**config.mk**
```make
export PLATFORM = sky130hd
export DESIGN_NAME = adbus_demux
export DESIGN_NICKNAME = d
export VERILOG_FILES = /design/src/rtl/adbus_pkg.sv /design/src/rtl/adbus_addr_latch.sv /design/src/rtl/adbus_status_cap.sv /design/src/rtl/adbus_rd_drive.sv /design/src/rtl/adbus_wait_fsm.sv /design/src/rtl/adbus_demux.sv
export SDC_FILE = /design/constraint.sdc
export NUM_CORES = 1
export LEC_CHECK = 0
export BUFFER_PORTS_ARGS = -buffer_cell sky130_fd_sc_hd__buf_2
export CORE_UTILIZATION = 37
export DETAILED_ROUTE_END_ITERATION = 10
export PLACE_DENSITY = 0.76
export SLEW_MARGIN = 30
export SYNTH_ARGS = -nofsm -noshare
export SYNTH_HDL_FRONTEND = slang
export SYNTH_SLANG_ARGS = --single-unit
```
**constraint.sdc**
```tcl
create_clock -name clk -period 1.2 [get_ports clk]
set_input_delay 0.3 -clock clk [delete_from_list [all_inputs] [get_ports clk]]
set_output_delay 0.3 -clock clk [all_outputs]
set_load 0.05 [all_outputs]
```
**src/rtl/adbus_pkg.sv**
```systemverilog
package adbus_pkg;

  typedef enum logic [1:0] {
    SEG_EXTRA = 2'b00,
    SEG_STACK = 2'b01,
    SEG_CODE  = 2'b10,
    SEG_DATA  = 2'b11
  } seg_e;

  typedef enum logic [1:0] {
    PH_IDLE,
    PH_ADDR,
    PH_DATA,
    PH_WAIT
  } phase_e;

  typedef struct packed {
    logic s6;
    logic s5;
    seg_e seg;
  } stat_t;

  // Split the status nibble carried on the upper lines after the address phase.
  function automatic stat_t unpack_status(input logic [3:0] nib);
    stat_t s;
    s.s6  = nib[3];
    s.s5  = nib[2];
    s.seg = seg_e'(nib[1:0]);
    return s;
  endfunction

  // S6 is defined as constant zero; a one indicates a broken bus cycle.
  function automatic logic status_bad(input stat_t s);
    return s.s6;
  endfunction

endpackage

```
**src/rtl/adbus_addr_latch.sv**
```systemverilog
module adbus_addr_latch #(
  parameter int LO_W = 16,
  parameter int HI_W = 4
) (
  input  logic                 clk,
  input  logic                 rst_n,
  input  logic                 ale,
  input  logic [LO_W-1:0]      lo,
  input  logic [HI_W-1:0]      hi,
  output logic [LO_W+HI_W-1:0] addr
);
  localparam int W = LO_W + HI_W;

  logic [W-1:0] live;
  logic [W-1:0] held_q;

  assign live = {hi, lo};

  always_ff @(posedge clk or negedge rst_n) begin
    if (!rst_n)   held_q <= '0;
    else if (ale) held_q <= live;
  end

  assign addr = ale ? live : held_q;
endmodule

```
**src/rtl/adbus_status_cap.sv**
```systemverilog
module adbus_status_cap
  import adbus_pkg::*;
#(
  parameter int HI_W = 4
) (
  input  logic            clk,
  input  logic            rst_n,
  input  logic            ale,
  input  logic [HI_W-1:0] hi,
  output logic            cap_evt,
  output logic [1:0]      seg_sel,
  output logic            int_en,
  output logic            stat_valid,
  output logic            proto_err
);
  logic  ale_d_q;
  seg_e  seg_q;
  logic  ie_q;
  logic  valid_q;
  logic  err_q;
  stat_t now_stat;

  assign now_stat = unpack_status(hi[3:0]);
  assign cap_evt  = ale_d_q & ~ale;

  always_ff @(posedge clk or negedge rst_n) begin
    if (!rst_n) begin
      ale_d_q <= 1'b0;
      seg_q   <= SEG_EXTRA;
      ie_q    <= 1'b0;
      valid_q <= 1'b0;
      err_q   <= 1'b0;
    end else begin
      ale_d_q <= ale;
      if (ale) begin
        valid_q <= 1'b0;
        err_q   <= 1'b0;
      end else if (cap_evt) begin
        seg_q   <= now_stat.seg;
        ie_q    <= now_stat.s5;
        valid_q <= 1'b1;
        err_q   <= status_bad(now_stat);
      end
    end
  end

  assign seg_sel    = seg_q;
  assign int_en     = ie_q;
  assign stat_valid = valid_q;
  assign proto_err  = err_q;
endmodule

```
**src/rtl/adbus_rd_drive.sv**
```systemverilog
module adbus_rd_drive #(
  parameter int LO_W = 16
) (
  input  logic            ale,
  input  logic            rd_n,
  input  logic [LO_W-1:0] dev_rdata,
  output logic            ad_oe,
  output logic [LO_W-1:0] ad_out
);
  // Never drive while the processor still owns the lines for the address.
  assign ad_oe  = ~rd_n & ~ale;
  assign ad_out = ad_oe ? dev_rdata : '0;
endmodule

```
**src/rtl/adbus_wait_fsm.sv**
```systemverilog
module adbus_wait_fsm
  import adbus_pkg::*;
(
  input  logic clk,
  input  logic rst_n,
  input  logic ale,
  input  logic dev_ready,
  output logic in_wait,
  output logic cpu_ready
);
  phase_e ph_q;
  phase_e ph_nx;

  always_comb begin
    ph_nx = ph_q;
    if (ale) begin
      ph_nx = PH_ADDR;
    end else begin
      unique case (ph_q)
        PH_IDLE:          ph_nx = PH_IDLE;
        PH_ADDR:          ph_nx = PH_DATA;
        PH_DATA, PH_WAIT: ph_nx = dev_ready ? PH_DATA : PH_WAIT;
        default:          ph_nx = PH_IDLE;
      endcase
    end
  end

  always_ff @(posedge clk or negedge rst_n) begin
    if (!rst_n) ph_q <= PH_IDLE;
    else        ph_q <= ph_nx;
  end

  assign in_wait   = (ph_q == PH_WAIT);
  assign cpu_ready = ~in_wait;
endmodule

```
**src/rtl/adbus_demux.sv**
```systemverilog
module adbus_demux
  import adbus_pkg::*;
#(
  parameter int ADDR_LO_W = 16,
  parameter int ADDR_HI_W = 4
) (
  input  logic                           clk,
  input  logic                           rst_n,
  input  logic                           ale,
  input  logic [ADDR_LO_W-1:0]           ad_in,
  input  logic [ADDR_HI_W-1:0]           ahs_in,
  input  logic                           rd_n,
  input  logic [ADDR_LO_W-1:0]           dev_rdata,
  input  logic                           dev_ready,
  output logic [ADDR_LO_W+ADDR_HI_W-1:0] addr,
  output logic [ADDR_LO_W-1:0]           ad_out,
  output logic                           ad_oe,
  output logic [1:0]                     seg_sel,
  output logic                           int_en,
  output logic                           stat_valid,
  output logic                           proto_err,
  output logic                           cpu_ready
);
  // Internal events brought out by name for the bound checker.
  logic cap_evt;
  logic in_wait;

  adbus_addr_latch #(.LO_W(ADDR_LO_W), .HI_W(ADDR_HI_W)) u_latch (
    .clk(clk), .rst_n(rst_n), .ale(ale), .lo(ad_in), .hi(ahs_in), .addr(addr)
  );

  adbus_status_cap #(.HI_W(ADDR_HI_W)) u_stat (
    .clk(clk), .rst_n(rst_n), .ale(ale), .hi(ahs_in), .cap_evt(cap_evt),
    .seg_sel(seg_sel), .int_en(int_en), .stat_valid(stat_valid), .proto_err(proto_err)
  );

  adbus_rd_drive #(.LO_W(ADDR_LO_W)) u_rd (
    .ale(ale), .rd_n(rd_n), .dev_rdata(dev_rdata), .ad_oe(ad_oe), .ad_out(ad_out)
  );

  adbus_wait_fsm u_wait (
    .clk(clk), .rst_n(rst_n), .ale(ale), .dev_ready(dev_ready),
    .in_wait(in_wait), .cpu_ready(cpu_ready)
  );
endmodule

```
# Word-level counts from Yosys, hierarchy flattened
# Cells that the tools add are included.
[word_totals]
register_bits = 28
input_bits = 41
output_inout_bits = 43
word_cells = 28
[classes]
eq_ne = 3
muxes = 9
n_bitwise = 5
n_reduce_logical = 4
[ops]
columns = ["operator", "n"]
rows = [
  ["two-way mux 20 bit", 1],
  ["two-way mux 16 bit", 1],
  ["one-hot mux 2 bit (3 select lines)", 1],
  ["two-way mux 1 bit", 5],
  ["equality test 2 bit (second input constant)", 2],
  ["inverter 1 bit", 3],
  ["bitwise AND 1 bit", 2],
  ["equality test 2 x 1 -> 1 bit (second input constant)", 1],
  ["logical NOT 2 bit", 1],
  ["two-way mux 2 bit", 1],
  ["AND reduction 2 bit", 1],
  ["nonzero test 2 bit", 1],
  ["OR reduction 2 bit", 1],
]

# Depth between registers and ports, before layout
# Gate-level depths: netlist (run 1).
[depth]
ltp_word = 4
mapped_depth = 4
mapped_depth_nobuf = 2

# Hierarchy
# From an unflattened synthesis (run 1), not the netlist that was laid out.
[unflattened]
hier_cells = 85
hier_area_um2 = 1347.5
[modules_own_cells]
columns = ["module", "instances", "cells_each", "area_per_inst_um2", "seq_area_each_um2"]
rows = [
  ["adbus_addr_latch", 1, 42, 823.3, 500.5],
  ["adbus_rd_drive", 1, 21, 222.7, 0.0],
  ["adbus_status_cap", 1, 14, 219.0, 150.1],
  ["adbus_wait_fsm", 1, 8, 82.6, 50.0],
]

# Worst setup path before layout (run 1)
# OpenSTA, ideal clock, no wires.
[synth_path]
path_kind = "input to output"
from = "input ale"
to = "output ad_out[10]"
arrival_ps = 1247
required_time_ps = 900
slack_ps = -347
stages = 4
path_buffers = 2
path_cell_list = "buf_6 > nor2_4 > buf_4 > and2_1"
[synth_via]
elab_chain_len = 3
[synth_rtl]
columns = ["item", "line_no", "text"]
rows = [
  ["start, declared", "adbus_demux.sv:9", "input logic ale,"],
  ["inverter 1 bit", "adbus_rd_drive.sv:11", "assign ad_oe = ~rd_n & ~ale;"],
  ["bitwise AND 1 bit", "adbus_rd_drive.sv:11", ""],
  ["named net ad_oe", "adbus_demux.sv:17", "output logic ad_oe,"],
  ["two-way mux 16 bit", "adbus_rd_drive.sv:12", "assign ad_out = ad_oe ? dev_rdata : '0;"],
  ["end, declared", "adbus_demux.sv:16", "output logic [ADDR_LO_W-1:0] ad_out,"],
]
# The timed path passes the listed nets, and every way through them passes these cells.

# Worst setup path in the final report (run 1)
[layout_path]
from = "register u_latch.held_q[7]"
to = "output addr[7]"
[layout_via]
elab_chain_len = 1
[layout_rtl]
columns = ["item", "line_no", "text"]
rows = [
  ["start, declared", "adbus_addr_latch.sv:15", "logic [W-1:0] held_q;"],
  ["start signal, assigned", "adbus_addr_latch.sv:21", "else if (ale) held_q <= live;"],
  ["two-way mux 20 bit", "--", ""],
  ["end, declared", "adbus_demux.sv:15", "output logic [ADDR_LO_W+ADDR_HI_W-1:0] addr,"],
]
# Every way passes these cells.

==> results.json, run 1 <==
{
  "outcome": "complete, but fails checks",
  "violations": "negative setup slack",
  "synth_nets": 123,
  "antenna_found_initial": 0,
  "dpl.hpwl_um": 2085,
  "cp-start-kind": "flip-flop",
  "dp_slack_ns": -0.2967,
  "die_y_um": 59.92,
  "ir_drop_mv": 0.8124,
  "path_buf_inv": 1,
  "switchingPower_w": 0.0009371,
  "coreArea_mm2": 0.003128,
  "critical-path-top-delay-family": "flip-flops",
  "fillers": 202,
  "multi_input_area_um2": 543.0,
  "clkLatencyLatePin_ns": 0.33,
  "yosys.area.top_type": "dfrtp_1",
  "grt_setup_unrepaired": "true",
  "reg2regPathDepth": 2,
  "hold_violations": 0,
  "hp-class": "in -> reg",
  "yosys.area.top_type_share_pct": 56.45,
  "vias": 995,
  "r2r-end": "u_stat.seg_sel[1]",
  "switching_share_pct": 33.55,
  "hold_ws_ns": 0.2092,
  "combinationalPowerShare_pct": 39.3,
  "syn_area_mm2": 0.001241,
  "drt_wl_total_um": 3302,
  "route.detailed.drc": 0,
  "htreeDepth": 1,
  "cts_buffer_depth": 2,
  "cts_tree": "yes",
  "grt_pass1_vias": 1040,
  "fmax_ghz": 0.6783,
  "cp_slowest_cell": "dfrtp_1",
  "drive_above_1_share_pct": 78.41,
  "p_clk_share_pct": 22.1,
  "dieWidth_um": 59.92,
  "period_minus_slack_ns": 1.474,
  "powerDensity_mw_per_mm2": 1249,
  "max_slew_margin_pct": 59.84,
  "cp_cell_sequence": "mux2_4 > buf_6",
  "ys_seq_area_share_pct": 56.45,
  "maxCapViolations": 0,
  "crit_type": "reg -> out",
  "rr_startpoint": "u_stat.ale_d_q",
  "cp.arrival_ns": 1.17,
  "cp.required_ns": 0.90,
  "setup_viol": 42,
  "grt_max_degree": 29,
  "final_area_mm2": 0.002236,
  "initial_core_util_pct": 39.68,
  "overflow": 0,
  "pwr-share-seq_pct": 38.6,
  "diodes": 0,
  "drv_slew": 0,
  "routed_via_density": 4.523,
  "drt_iter0_drc": 20,
  "syn_area_per_cell_um2": 15.14,
  "area_delta_synth_final_pct": 80.14,
  "grt_pass1_wl_um": 4961,
  "cts_made_buffers": 3,
  "nets": 218,
  "regArea_um2": 700.7,
  "min_to": "u_latch.held_q[15]",
  "fin_ws_ns": -0.2743,
  "synth_warnings": 0,
  "cts.sinks": 28,
  "reg2reg_slack_ns": 0.23,
  "p_int_w": 0.001856,
  "placed_area_mm2": 0.001737,
  "finalCritPeriodShare_pct": 122.9,
  "cts-root-buf": "clkbuf_4",
  "leakage_nw": 1.159,
  "hp-start": "ad_in[15]",
  "grt.total_usage_pct": 19.47,
  "ys_seq_elements": 28,
  "syn_inst": 82,
  "finalClockSkew_ns": 0.009319,
  "synth.top_cells.by_area": "dfrtp_1, mux2_4, and2_1, mux2_2, buf_6",
  "numPortBuffers": 83,
  "path_clk_slew_ns": 0.16,
  "io_pins": 84,
  "end_kind": "primary output",
  "tightest_slew_ns": 0.6023,
  "gp_congestion": 0.6546,
  "finalPower_w": 0.002793,
  "post_drt_wl_per_cell_um": 15.01,
  "ant_nets": 0,
  "synth_cell_types": 13,
  "crit_path_max_incr_delay_ns": 0.41,
  "firstDrtPassIters": 2,
  "die_area_mm2": 0.003590,
  "min_path_cells": 2,
  "cp_max_fo": 2,
  "fp-row-count": 20
}
cell usage after synthesis:
master    number
buf_6          3
inv_1          1
nor2_1         5
dfrtp_1       28
a21o_1         1
mux2i_1        1
nor2_4         1
nand2b_4       1
mux2_2         4
nand2_1        1
and2_1        16
buf_4          1
mux2_4        19
kinds of logic after synthesis:
kind of cell / Yosys count / share of synthesized area (%)
flip-flops: 28 / 56.45
multiplexers: 24 / 27.42
AND/OR/NAND/NOR: 24 / 11.90
buffers and inverters: 5 / 3.629
AO/OA/AOI/OAI: 1 / 0.6051
layer usage:
metal | vias to the layer above | share of wire (%) | global-route usage (%)
met5 | - | 0 | 0
met4 | 0 | 0.58 | 7.973
met3 | 2 | 7.7 | 3.030
met2 | 60 | 56 | 38.10
met1 | 477 | 36 | 20.22
li1 | 456 | - | -
layout by cell type, fill, tap and decap left out:
master          n
buf_2          38
buf_6          28
dfrtp_1        28
mux2_4         21
buf_8          20
and2_4         16
buf_4           6
nor2_1          5
clkbuf_4        3
mux2_2          2
nor2_4          1
nand2b_4        1
mux2i_1         1
nand2_1         1
inv_1           1
a21o_1          1
bufinv_16       1
dlygate4sd3_1   1
buf_12          1
how the worst max path moves through the flow:
stage                           start          to  slack [ns]  depth (start not counted)
global route        u_latch.held_q[7]     addr[7]       -0.33                          2
detailed placement                ale    addr[19]       -0.30                          4
finish              u_latch.held_q[7]     addr[7]       -0.27                          2
floorplan                         ale  ad_out[10]       -0.06                          4
global placement                  ale    addr[19]       -0.28                          4
CTS                 u_latch.held_q[7]     addr[7]       -0.28                          2
power by group through the flow:
| stage | Sequential, W | Combinational (W) | Clock, W |
|---|---|---|---|
| 4_1_cts | 0.00108 | 0.00109 | 0.000635 |
| 2_1_floorplan | 0.00115 | 0.000584 | 0 |
| 5_1_grt | 0.00109 | 0.00114 | 0.000676 |
| 3_5_place_dp | 0.00109 | 0.000845 | 0 |
| 6_report | 0.00108 | 0.00110 | 0.000617 |
| 3_3_place_gp | 0.00109 | 0.000831 | 0 |
metrics by stage:
stage               utilization, %  std cells  TNS, ns
finish                       71.48        220   -6.249
global route                 71.48        220   -8.038
CTS                          71.60        219   -7.426
detailed placement           55.52        208   -9.954
global placement             55.52        208   -9.111
floorplan                        -         82   -1.247
flip-flops by register name (all words and copies together), names as in the netlist:
| register | flops |
|---|---|
| u_latch.held_q | 20 |
| u_stat.proto_err | 1 |
| u_stat.stat_valid | 1 |
| u_stat.int_en | 1 |
| u_stat.seg_sel | 2 |
| u_wait.ph_q | 2 |
| u_stat.ale_d_q | 1 |
final cells by class:
class / instances / area share, %
repair buffers: 94 / 39.40
flip-flops and latches: 28 / 31.34
multi-input cells: 49 / 24.29
well taps: 44 / 2.462
clock inverters: 1 / 1.343
clock buffers: 3 / 1.007
inverters: 1 / 0.1679
timing repair:
action / in CTS / in global routing
pin swaps: 4 / 8
hold buffers: 1 / 0
buffers inserted: 5 / 2
gates cloned: 1 / 1
hold endpoints to repair: 28 / 0
setup endpoints to repair: 43 / 43
resized for setup: 117 / 6
(Power assumes the default switching activity.)
==> run 2, diff against run 1 <==
Settings changed: TNS_END_PERCENT from default to 50.
==> results.json, run 2 (same netlist as run 1, synthesis figures left out) <==
{
  "cp-start-kind": "flip-flop",
  "violations": "negative setup slack",
  "cp.arrival_ns": 1.18,
  "fillers": 215,
  "placed_area_mm2": 0.001737,
  "tightest_slew_ns": 0.6064,
  "cts_made_buffers": 3,
  "drv_slew": 0,
  "path_clk_slew_ns": 0.16,
  "outcome": "complete, but fails checks",
  "drt_wl_total_um": 3152,
  "grt_pass1_vias": 1006,
  "final_util_pct": 69.44,
  "grt_max_degree": 29,
  "dieWidth_um": 59.92,
  "fp-row-count": 20,
  "ant_nets": 0,
  "setup_viol": 42,
  "ir_drop_mv": 0.8069,
  "routed_via_density": 4.514,
  "overflow": 0,
  "largest_reg_flops": 20,
  "hp-class": "in -> reg",
  "fmax_ghz": 0.6774,
  "fin_ws_ns": -0.2762,
  "firstDrtPassIters": 2,
  "cp.required_ns": 0.90,
  "cts_tree": "yes",
  "initial_core_util_pct": 39.68,
  "drt_iter0_drc": 13,
  "die_area_mm2": 0.003590,
  "leakage_nw": 1.126,
  "finalClockSkew_ns": 0.01118,
  "finalPower_w": 0.002759,
  "clkLatencyLatePin_ns": 0.33,
  "numPortBuffers": 83,
  "vias": 975,
  "hold_violations": 0,
  "grt_setup_unrepaired": "true",
  "crit_type": "reg -> out",
  "coreArea_mm2": 0.003128,
  "final_common_cell": "buf_2",
  "nets": 214,
  "cp_max_fo": 2,
  "hold_ws_ns": 0.2074,
  "die_y_um": 59.92,
  "final_area_mm2": 0.002172,
  "end_kind": "primary output",
  "finalCritPeriodShare_pct": 123.0,
  "dpl.hpwl_um": 2085,
  "diodes": 0,
  "post_drt_wl_per_cell_um": 14.59,
  "cts_buffer_depth": 2,
  "io_pins": 84,
  "powerDensity_mw_per_mm2": 1270,
  "max_slew_margin_pct": 59.58,
  "htreeDepth": 1,
  "cts-root-buf": "clkbuf_4",
  "regMostFlops": "u_latch.held_q",
  "grt.total_usage_pct": 18.23,
  "cts.sinks": 28,
  "maxCapViolations": 0,
  "route.detailed.drc": 0,
  "layout_common_cells": "buf_2, buf_6, dfrtp_1",
  "period_minus_slack_ns": 1.476,
  "antenna_found_initial": 0,
  "area_delta_synth_final_pct": 75.00,
  "grt_pass1_wl_um": 4685,
  "gp_congestion": 0.6546,
  "drive_above_1_share_pct": 77.91
}
[run 2: changes by cell type in the layout (fill, tap and decap cells not counted)]
cell    delta
buf_2      +1
and2_2     +5
buf_8      -5
buf_4      -1
and2_4     -5
buf_12     +1
[run 2: what timing repair did]
action                     4_1_cts  5_1_grt
setup buffers                    1        2
setup endpoints to repair       43       42
hold buffers                     1        0
resized for setup               99        7
pin swaps                        2        1
hold endpoints to repair        28        0
[run 2: path summary, 6_finish.rpt]
path,start,endpoint,slack [ns],cells past startpoint
setup reg to reg,u_stat.ale_d_q,u_stat.seg_sel[0],0.23,2
hold reg to reg,u_latch.held_q[17],u_latch.held_q[17],0.52,1
min in group asynchronous,rst_n,u_stat.seg_sel[0],0.48,2
hold / removal,ad_in[15],u_latch.held_q[15],0.21,2
setup / recovery,u_latch.held_q[7],addr[7],-0.28,2
max in group asynchronous,rst_n,u_latch.held_q[1],0.32,2
[run 2: per-stage QoR]
stage / setup WS [ns] / TNS, ns / instances
2_1_floorplan: -0.06199 / -1.247 / 82
3_3_place_gp: -0.2780 / -9.111 / 208
3_5_place_dp: -0.2967 / -9.954 / 208
4_1_cts: -0.2831 / -6.356 / 214
5_1_grt: -0.3269 / -7.673 / 216
6_report: -0.2762 / -6.020 / 216
[run 2: critical path: stages, from the launching register on]
cell     delay, ns
dfrtp_1       0.41
mux2_4        0.28
buf_6         0.15
[run 2: layout make-up]
| cell class | instances | area, um2 | area share [%] |
|---|---|---|---|
| multi-input combinational | 49 | 536.8 | 24.71 |
| inverter | 1 | 3.754 | 0.1728 |
| clock inverter | 1 | 30.03 | 1.382 |
| sequential | 28 | 700.7 | 32.26 |
| timing repair buffer | 90 | 823.3 | 37.90 |
| tap | 44 | 55.05 | 2.535 |
| clock buffer | 3 | 22.52 | 1.037 |
[run 2: power by group]
group / internal, W / switching, W
Sequential: 0.00104 / 0.0000430
Combinational: 0.000458 / 0.000603
Clock: 0.000338 / 0.000282
Total: 0.00183 / 0.000927
[run 2: per-layer routing]
metal / track usage [%] / part of all wire, %
met5: 0 / 0
met4: 6.977 / 0.60
met3: 2.814 / 8.2
met2: 36.19 / 55
met1: 18.70 / 37
